$ cat src/rtl/ata_tf_pkg.sv
package ata_tf_pkg;

    localparam logic [2:0] OFS_DATA    = 3'd0;
    localparam logic [2:0] OFS_ERRFEAT = 3'd1;
    localparam logic [2:0] OFS_CMDSTAT = 3'd7;

    localparam logic [7:0] ST_BSY  = 8'h80;
    localparam logic [7:0] ST_DRDY = 8'h40;
    localparam logic [7:0] ST_DRQ  = 8'h08;
    localparam logic [7:0] ST_ERR  = 8'h01;
    localparam logic [7:0] ER_ABRT = 8'h04;

    localparam int unsigned DEV_SEL_BIT = 4;

    localparam logic [7:0] OP_IDENTIFY = 8'hEC;
    localparam logic [7:0] OP_FLUSH    = 8'hE7;

    typedef enum logic [1:0] {
        CS_IDLE,
        CS_DATA_IN,
        CS_FLUSH_WAIT
    } cmd_state_e;

endpackage

$ cat src/rtl/ata_tf_shadow.sv
module ata_tf_shadow #(
    parameter int FIRST = 2,
    parameter int COUNT = 5,
    parameter int AW    = 3
) (
    input  logic          clk,
    input  logic          rst_n,
    input  logic          wr_en,
    input  logic [AW-1:0] addr,
    input  logic [7:0]    wdata,
    output logic [7:0]    rd_byte,
    output logic [7:0]    device_q
);
    localparam int DEV_IDX = COUNT - 1;

    logic [7:0] regs_q [COUNT];

    for (genvar g = 0; g < COUNT; g++) begin : g_byte
        always_ff @(posedge clk) begin
            if (!rst_n)
                regs_q[g] <= '0;
            else if (wr_en && addr == AW'(FIRST + g))
                regs_q[g] <= wdata;
        end
    end

    always_comb begin
        rd_byte = '0;
        for (int i = 0; i < COUNT; i++) begin
            if (addr == AW'(FIRST + i))
                rd_byte = regs_q[i];
        end
    end

    assign device_q = regs_q[DEV_IDX];

endmodule

$ cat src/rtl/ata_tf_cmd_fsm.sv
module ata_tf_cmd_fsm
    import ata_tf_pkg::*;
#(
    parameter int ID_WORDS = 256,
    localparam int IW = $clog2(ID_WORDS)
) (
    input  logic          clk,
    input  logic          rst_n,
    input  logic          cmd_wr,
    input  logic [7:0]    cmd_code,
    input  logic          dev_one,
    input  logic          data_rd,
    input  logic          stat_rd,
    input  logic          store_done,
    input  logic          store_abort,
    output logic          busy,
    output logic          drq,
    output logic          err_flag,
    output logic [7:0]    err_code,
    output logic          irq,
    output logic          store_req,
    output logic [IW-1:0] word_idx
);
    cmd_state_e state_q, state_d;

    logic          accept, start_id, start_flush, reject;
    logic          last_word, flush_end;
    logic          set_irq, set_err, clr_err;
    logic          err_q, irq_q;
    logic [7:0]    code_q;
    logic [IW-1:0] idx_q;

    // state register
    always_ff @(posedge clk) begin
        if (!rst_n) state_q <= CS_IDLE;
        else        state_q <= state_d;
    end

    // command decode and next state
    always_comb begin
        accept      = cmd_wr && (state_q != CS_FLUSH_WAIT);
        start_id    = 1'b0;
        start_flush = 1'b0;
        reject      = 1'b0;
        if (accept) begin
            if (dev_one)                   reject      = 1'b1;
            else if (cmd_code == OP_IDENTIFY) start_id = 1'b1;
            else if (cmd_code == OP_FLUSH)    start_flush = 1'b1;
            else                           reject      = 1'b1;
        end
        last_word = (idx_q == IW'(ID_WORDS - 1));
        flush_end = (state_q == CS_FLUSH_WAIT) && (store_done || store_abort);

        state_d = state_q;
        unique case (state_q)
            CS_IDLE, CS_DATA_IN: begin
                if (start_id)         state_d = CS_DATA_IN;
                else if (start_flush) state_d = CS_FLUSH_WAIT;
                else if (reject)      state_d = CS_IDLE;
                else if (state_q == CS_DATA_IN && data_rd && last_word)
                                      state_d = CS_IDLE;
            end
            CS_FLUSH_WAIT: begin
                if (flush_end)        state_d = CS_IDLE;
            end
            default:                  state_d = CS_IDLE;
        endcase

        set_irq = start_id || reject || flush_end;
        set_err = reject || ((state_q == CS_FLUSH_WAIT) && store_abort);
        clr_err = start_id || start_flush;
    end

    // datapath registers: word index, error, interrupt
    always_ff @(posedge clk) begin
        if (!rst_n) begin
            idx_q  <= '0;
            err_q  <= 1'b0;
            code_q <= '0;
            irq_q  <= 1'b0;
        end else begin
            if (start_id)
                idx_q <= '0;
            else if (state_q == CS_DATA_IN && data_rd)
                idx_q <= last_word ? '0 : idx_q + 1'b1;

            if (set_err) begin
                err_q  <= 1'b1;
                code_q <= ER_ABRT;
            end else if (clr_err) begin
                err_q  <= 1'b0;
                code_q <= '0;
            end

            if (set_irq)      irq_q <= 1'b1;
            else if (stat_rd) irq_q <= 1'b0;
        end
    end

    // outputs
    always_comb begin
        busy      = (state_q == CS_FLUSH_WAIT);
        drq       = (state_q == CS_DATA_IN);
        store_req = (state_q == CS_FLUSH_WAIT);
        err_flag  = err_q;
        err_code  = code_q;
        irq       = irq_q;
        word_idx  = idx_q;
    end

    assert_irq_ack_R8: assert property (@(posedge clk) disable iff (!rst_n)
        (stat_rd && !cmd_wr && !(busy && (store_done || store_abort))) |=> !irq);

    assert_busy_hold_R9: assert property (@(posedge clk) disable iff (!rst_n)
        (busy && !store_done && !store_abort) |=> busy);

    assert_store_release_R4: assert property (@(posedge clk) disable iff (!rst_n)
        $fell(store_req) |-> $past(store_done || store_abort));

    assert_err_cause_R6: assert property (@(posedge clk) disable iff (!rst_n)
        $rose(err_flag) |-> $past(cmd_wr || store_abort));

    assert_data_start_R3: assert property (@(posedge clk) disable iff (!rst_n)
        $rose(drq) |-> (word_idx == '0) && irq);

endmodule

$ cat src/rtl/ata_taskfile_ctrl.sv
module ata_taskfile_ctrl
    import ata_tf_pkg::*;
#(
    parameter int ID_WORDS = 256,
    localparam int IW = $clog2(ID_WORDS)
) (
    input  logic          clk,
    input  logic          rst_n,
    input  logic [2:0]    bus_addr,
    input  logic          bus_wr,
    input  logic [7:0]    bus_wdata,
    input  logic          bus_rd,
    output logic [15:0]   bus_rdata,
    output logic          irq,
    output logic          store_req,
    input  logic          store_done,
    input  logic          store_abort,
    output logic [IW-1:0] rom_addr,
    input  logic [15:0]   rom_data
);
    logic       busy, drq, err_flag;
    logic [7:0] err_code, shadow_byte, device_q, status;
    logic       cmd_wr, data_rd, stat_rd;

    assign cmd_wr  = bus_wr && (bus_addr == OFS_CMDSTAT);
    assign data_rd = bus_rd && (bus_addr == OFS_DATA);
    assign stat_rd = bus_rd && (bus_addr == OFS_CMDSTAT);

    ata_tf_shadow #(.FIRST(2), .COUNT(5), .AW(3)) u_shadow (
        .clk      (clk),
        .rst_n    (rst_n),
        .wr_en    (bus_wr),
        .addr     (bus_addr),
        .wdata    (bus_wdata),
        .rd_byte  (shadow_byte),
        .device_q (device_q)
    );

    ata_tf_cmd_fsm #(.ID_WORDS(ID_WORDS)) u_fsm (
        .clk         (clk),
        .rst_n       (rst_n),
        .cmd_wr      (cmd_wr),
        .cmd_code    (bus_wdata),
        .dev_one     (device_q[DEV_SEL_BIT]),
        .data_rd     (data_rd),
        .stat_rd     (stat_rd),
        .store_done  (store_done),
        .store_abort (store_abort),
        .busy        (busy),
        .drq         (drq),
        .err_flag    (err_flag),
        .err_code    (err_code),
        .irq         (irq),
        .store_req   (store_req),
        .word_idx    (rom_addr)
    );

    always_comb begin
        status = ST_DRDY;
        if (busy)     status = status | ST_BSY;
        if (drq)      status = status | ST_DRQ;
        if (err_flag) status = status | ST_ERR;
    end

    always_comb begin
        unique case (bus_addr)
            OFS_DATA:    bus_rdata = drq ? rom_data : 16'h0000;
            OFS_ERRFEAT: bus_rdata = {8'h00, err_code};
            OFS_CMDSTAT: bus_rdata = {8'h00, status};
            default:     bus_rdata = {8'h00, shadow_byte};
        endcase
    end

endmodule

$ cat config.mk
export PLATFORM = sky130hd
export DESIGN_NAME = ata_taskfile_ctrl
export DESIGN_NICKNAME = d
export VERILOG_FILES = /design/src/rtl/ata_tf_pkg.sv /design/src/rtl/ata_tf_shadow.sv /design/src/rtl/ata_tf_cmd_fsm.sv /design/src/rtl/ata_taskfile_ctrl.sv
export SDC_FILE = /design/constraint.sdc
export NUM_CORES = 1
export LEC_CHECK = 0
export ABC_AREA = 0
export BUFFER_PORTS_ARGS = -buffer_cell sky130_fd_sc_hd__buf_4
export CAP_MARGIN = 20
export CORE_ASPECT_RATIO = 1.75
export CORE_MARGIN = 2
export CORE_UTILIZATION = 59
export DETAILED_ROUTE_END_ITERATION = 7
export PLACE_DENSITY = 0.9
export SYNTH_ARGS = -nofsm -noshare
export SYNTH_HDL_FRONTEND = slang
export SYNTH_HIERARCHICAL = 1
export SYNTH_SLANG_ARGS = --single-unit
$ cat constraint.sdc
create_clock -name clk -period 5.1 [get_ports clk]
set_clock_uncertainty 0.1 [all_clocks]
set_input_delay 0.765 -clock clk [delete_from_list [all_inputs] [get_ports clk]]
set_output_delay 0.765 -clock clk [all_outputs]
set_load 0.05 [all_outputs]
==> results.json <==
{
  "cts_tree": "built",
  "clk_latency_ps": 300,
  "synth-edff-count": 40,
  "grt-ovfl-total": 0,
  "cts_resized": 0,
  "clock-root-buffer": "clkbuf_8",
  "finalPower_mw": 0.904,
  "cts_sinks": 52,
  "post-place-ws_ps": 1880,
  "netlist_instances": 273,
  "ant_nets": 0,
  "syn2layout_area_growth_pct": 17.3,
  "layout_common_cells": "buf_4, and2_1, edfxtp_1, nand2_1, a21oi_1",
  "yosys_most_used_dff": "edfxtp_1",
  "leakage_nw": 1.42,
  "synth_area_leaders": "edfxtp_1, and2_1, dfxtp_1, mux2_2, nand2_1",
  "hold_path_class": "register to register",
  "n_antenna_cell": 0,
  "fp.coreArea_um2": 4890,
  "layout_commonest_cell": "buf_4",
  "cp-start-kind": "input pin",
  "hold_buffers": 0,
  "yosysSeqAreaShare_pct": 48.5,
  "layout.nets": 364,
  "dpl.hpwl_um": 4960,
  "synthArstFlopShare_pct": 0,
  "dp_cells": 376,
  "tightest_slew_ps": 618,
  "crit_arrival_ps": 2400,
  "ctsLongestPathBuffers": 2,
  "grt_pass1_wl_um": 10900,
  "power_density_nw_per_um2": 259,
  "chipWidth_um": 57.6,
  "vias_per_cell": 5.89,
  "rows": 34,
  "antenna_found_initial": 0,
  "die_h_um": 97.9,
  "yosys.area.top_type": "edfxtp_1",
  "maxCapViolCount": 0,
  "final_cells": 385,
  "vdd_drop_max_mv": 0.271,
  "synth-seq-cells": 52,
  "setup_viol": 0,
  "maxSlewViolCount": 0,
  "rsz0062_at_grt": "no",
  "grt_pass1_vias": 2181,
  "post_cts_buffers": 0,
  "setup_ws_ps": 1830,
  "vias": 2269,
  "worst-setup-path-type": "input pin to output pin",
  "drc": 0,
  "cts_buffers": 5,
  "period_needed_ps": 3270,
  "start_util_pct": 60.7,
  "drive_above_1_share_pct": 27.5,
  "yosys.cell_types.count": 55,
  "synth.avg_cell_area_um2": 10.9,
  "grt_use_total_pct": 24.8,
  "status": "finished, final reports clean",
  "yosysWarnings": 6,
  "grt_max_degree": 38,
  "syn-cell-area_um2": 2970,
  "dieArea_um2": 5640,
  "cts-htree-levels": 2,
  "required_ps": 4240,
  "pin_count": 59,
  "max_freq_mhz": 306,
  "port_buffers": 58,
  "finalHoldViolCount": 0,
  "drtPass1Iterations": 4,
  "gp_congestion": 0.830,
  "wl_per_cell_um": 17.6,
  "path_clk_slew_ps": 90,
  "slew_headroom_pct": 58.4,
  "setup_tns_ps": 0,
  "dr.first_iter.drc_count": 128,
  "post-route-period-util_pct": 64.1,
  "path_max_fanout": 23,
  "synth_top_area_share_pct": 40.4,
  "routed_wl_um": 6770,
  "crit_path_end_kind": "output pin"
}
-- metrics by stage --
stage / area, um^2 / hold WS (ps) / utilization, %
floorplan: 2990 / 431 / -
global placement: 3360 / 377 / 68.8
detailed placement: 3370 / 396 / 68.9
CTS: 3480 / 410 / 71.0
global route: 3480 / 447 / 71.2
finish: 3480 / 420 / 71.2
-- final cells by class --
| class | instances | area, um^2 |
|---|---|---|
| clock buffers | 5 | 68.8 |
| clock inverters | 3 | 37.5 |
| fillers | 358 | 1410 |
| inverters | 4 | 15.0 |
| multi-input cells | 205 | 1390 |
| flip-flops and latches | 52 | 1440 |
| well taps | 54 | 67.6 |
| repair buffers | 62 | 463 |
-- registers in the layout, indices dropped and copies added (netlist names) --
signal	flops
u_fsm/irq	1
u_shadow/regs_q	40
u_fsm/state_q	2
u_fsm/word_idx	8
u_fsm/err_flag	1
-- Yosys cell counts (4+ instances only) --
master    number
edfxtp_1      40
nor2_1        10
inv_1          4
mux2_2         7
nand2_1       21
xor2_1         4
buf_6          5
a21oi_1       13
dfxtp_1       12
a32oi_1        4
a22oi_1        7
buf_4         10
nand2b_1       4
nor2b_1        4
nand3_1       10
and2_1        50
a221oi_1       4
o21ai_0        7
nor3_1         4
-- critical path, stage by stage --
cell and delay [ps]:
buf_4 260, nor2b_1 520, a22oi_1 150, a21oi_1 180
nor3_1 80, a211oi_2 210, buf_4 220
-- worst paths after layout --
kind	slack [ps]	to	cells after the start	start
min reg2reg	420	u_fsm/word_idx[1]	2	u_fsm/word_idx[1]
min	420	u_fsm/word_idx[1]	2	u_fsm/word_idx[1]
max reg2reg	3470	u_fsm/word_idx[4]	4	u_shadow/regs_q[4][4]
max	1830	bus_rdata[3]	7	bus_addr[1]
-- kinds of logic after synthesis --
kind of cell             share of synthesized area, %
AND/OR/NAND/NOR                                  26.6
AO/OA/AOI/OAI                                    13.6
flip-flops                                       48.5
buffers and inverters                            5.43
multiplexers                                     3.50
XOR/XNOR                                         1.77
adder cells (fa/ha/maj)                         0.421
other                                           0.126
-- layer usage --
metal  up-vias  part of all wire, %  track usage (%)
met5         -                    0                0
met4         0                  3.6             11.1
met3        16                  4.0             2.12
met2        76                   53             42.8
met1      1080                   40             30.9
li1       1097                    -                -
-- power breakdown --
group,internal (mW),total (mW),switching [mW]
clock,0.143,0.272,0.129
sequential,0.477,0.486,0.00883
combinational,0.0560,0.145,0.0890
total,0.676,0.904,0.227
Power figures use the tool's default switching activity.
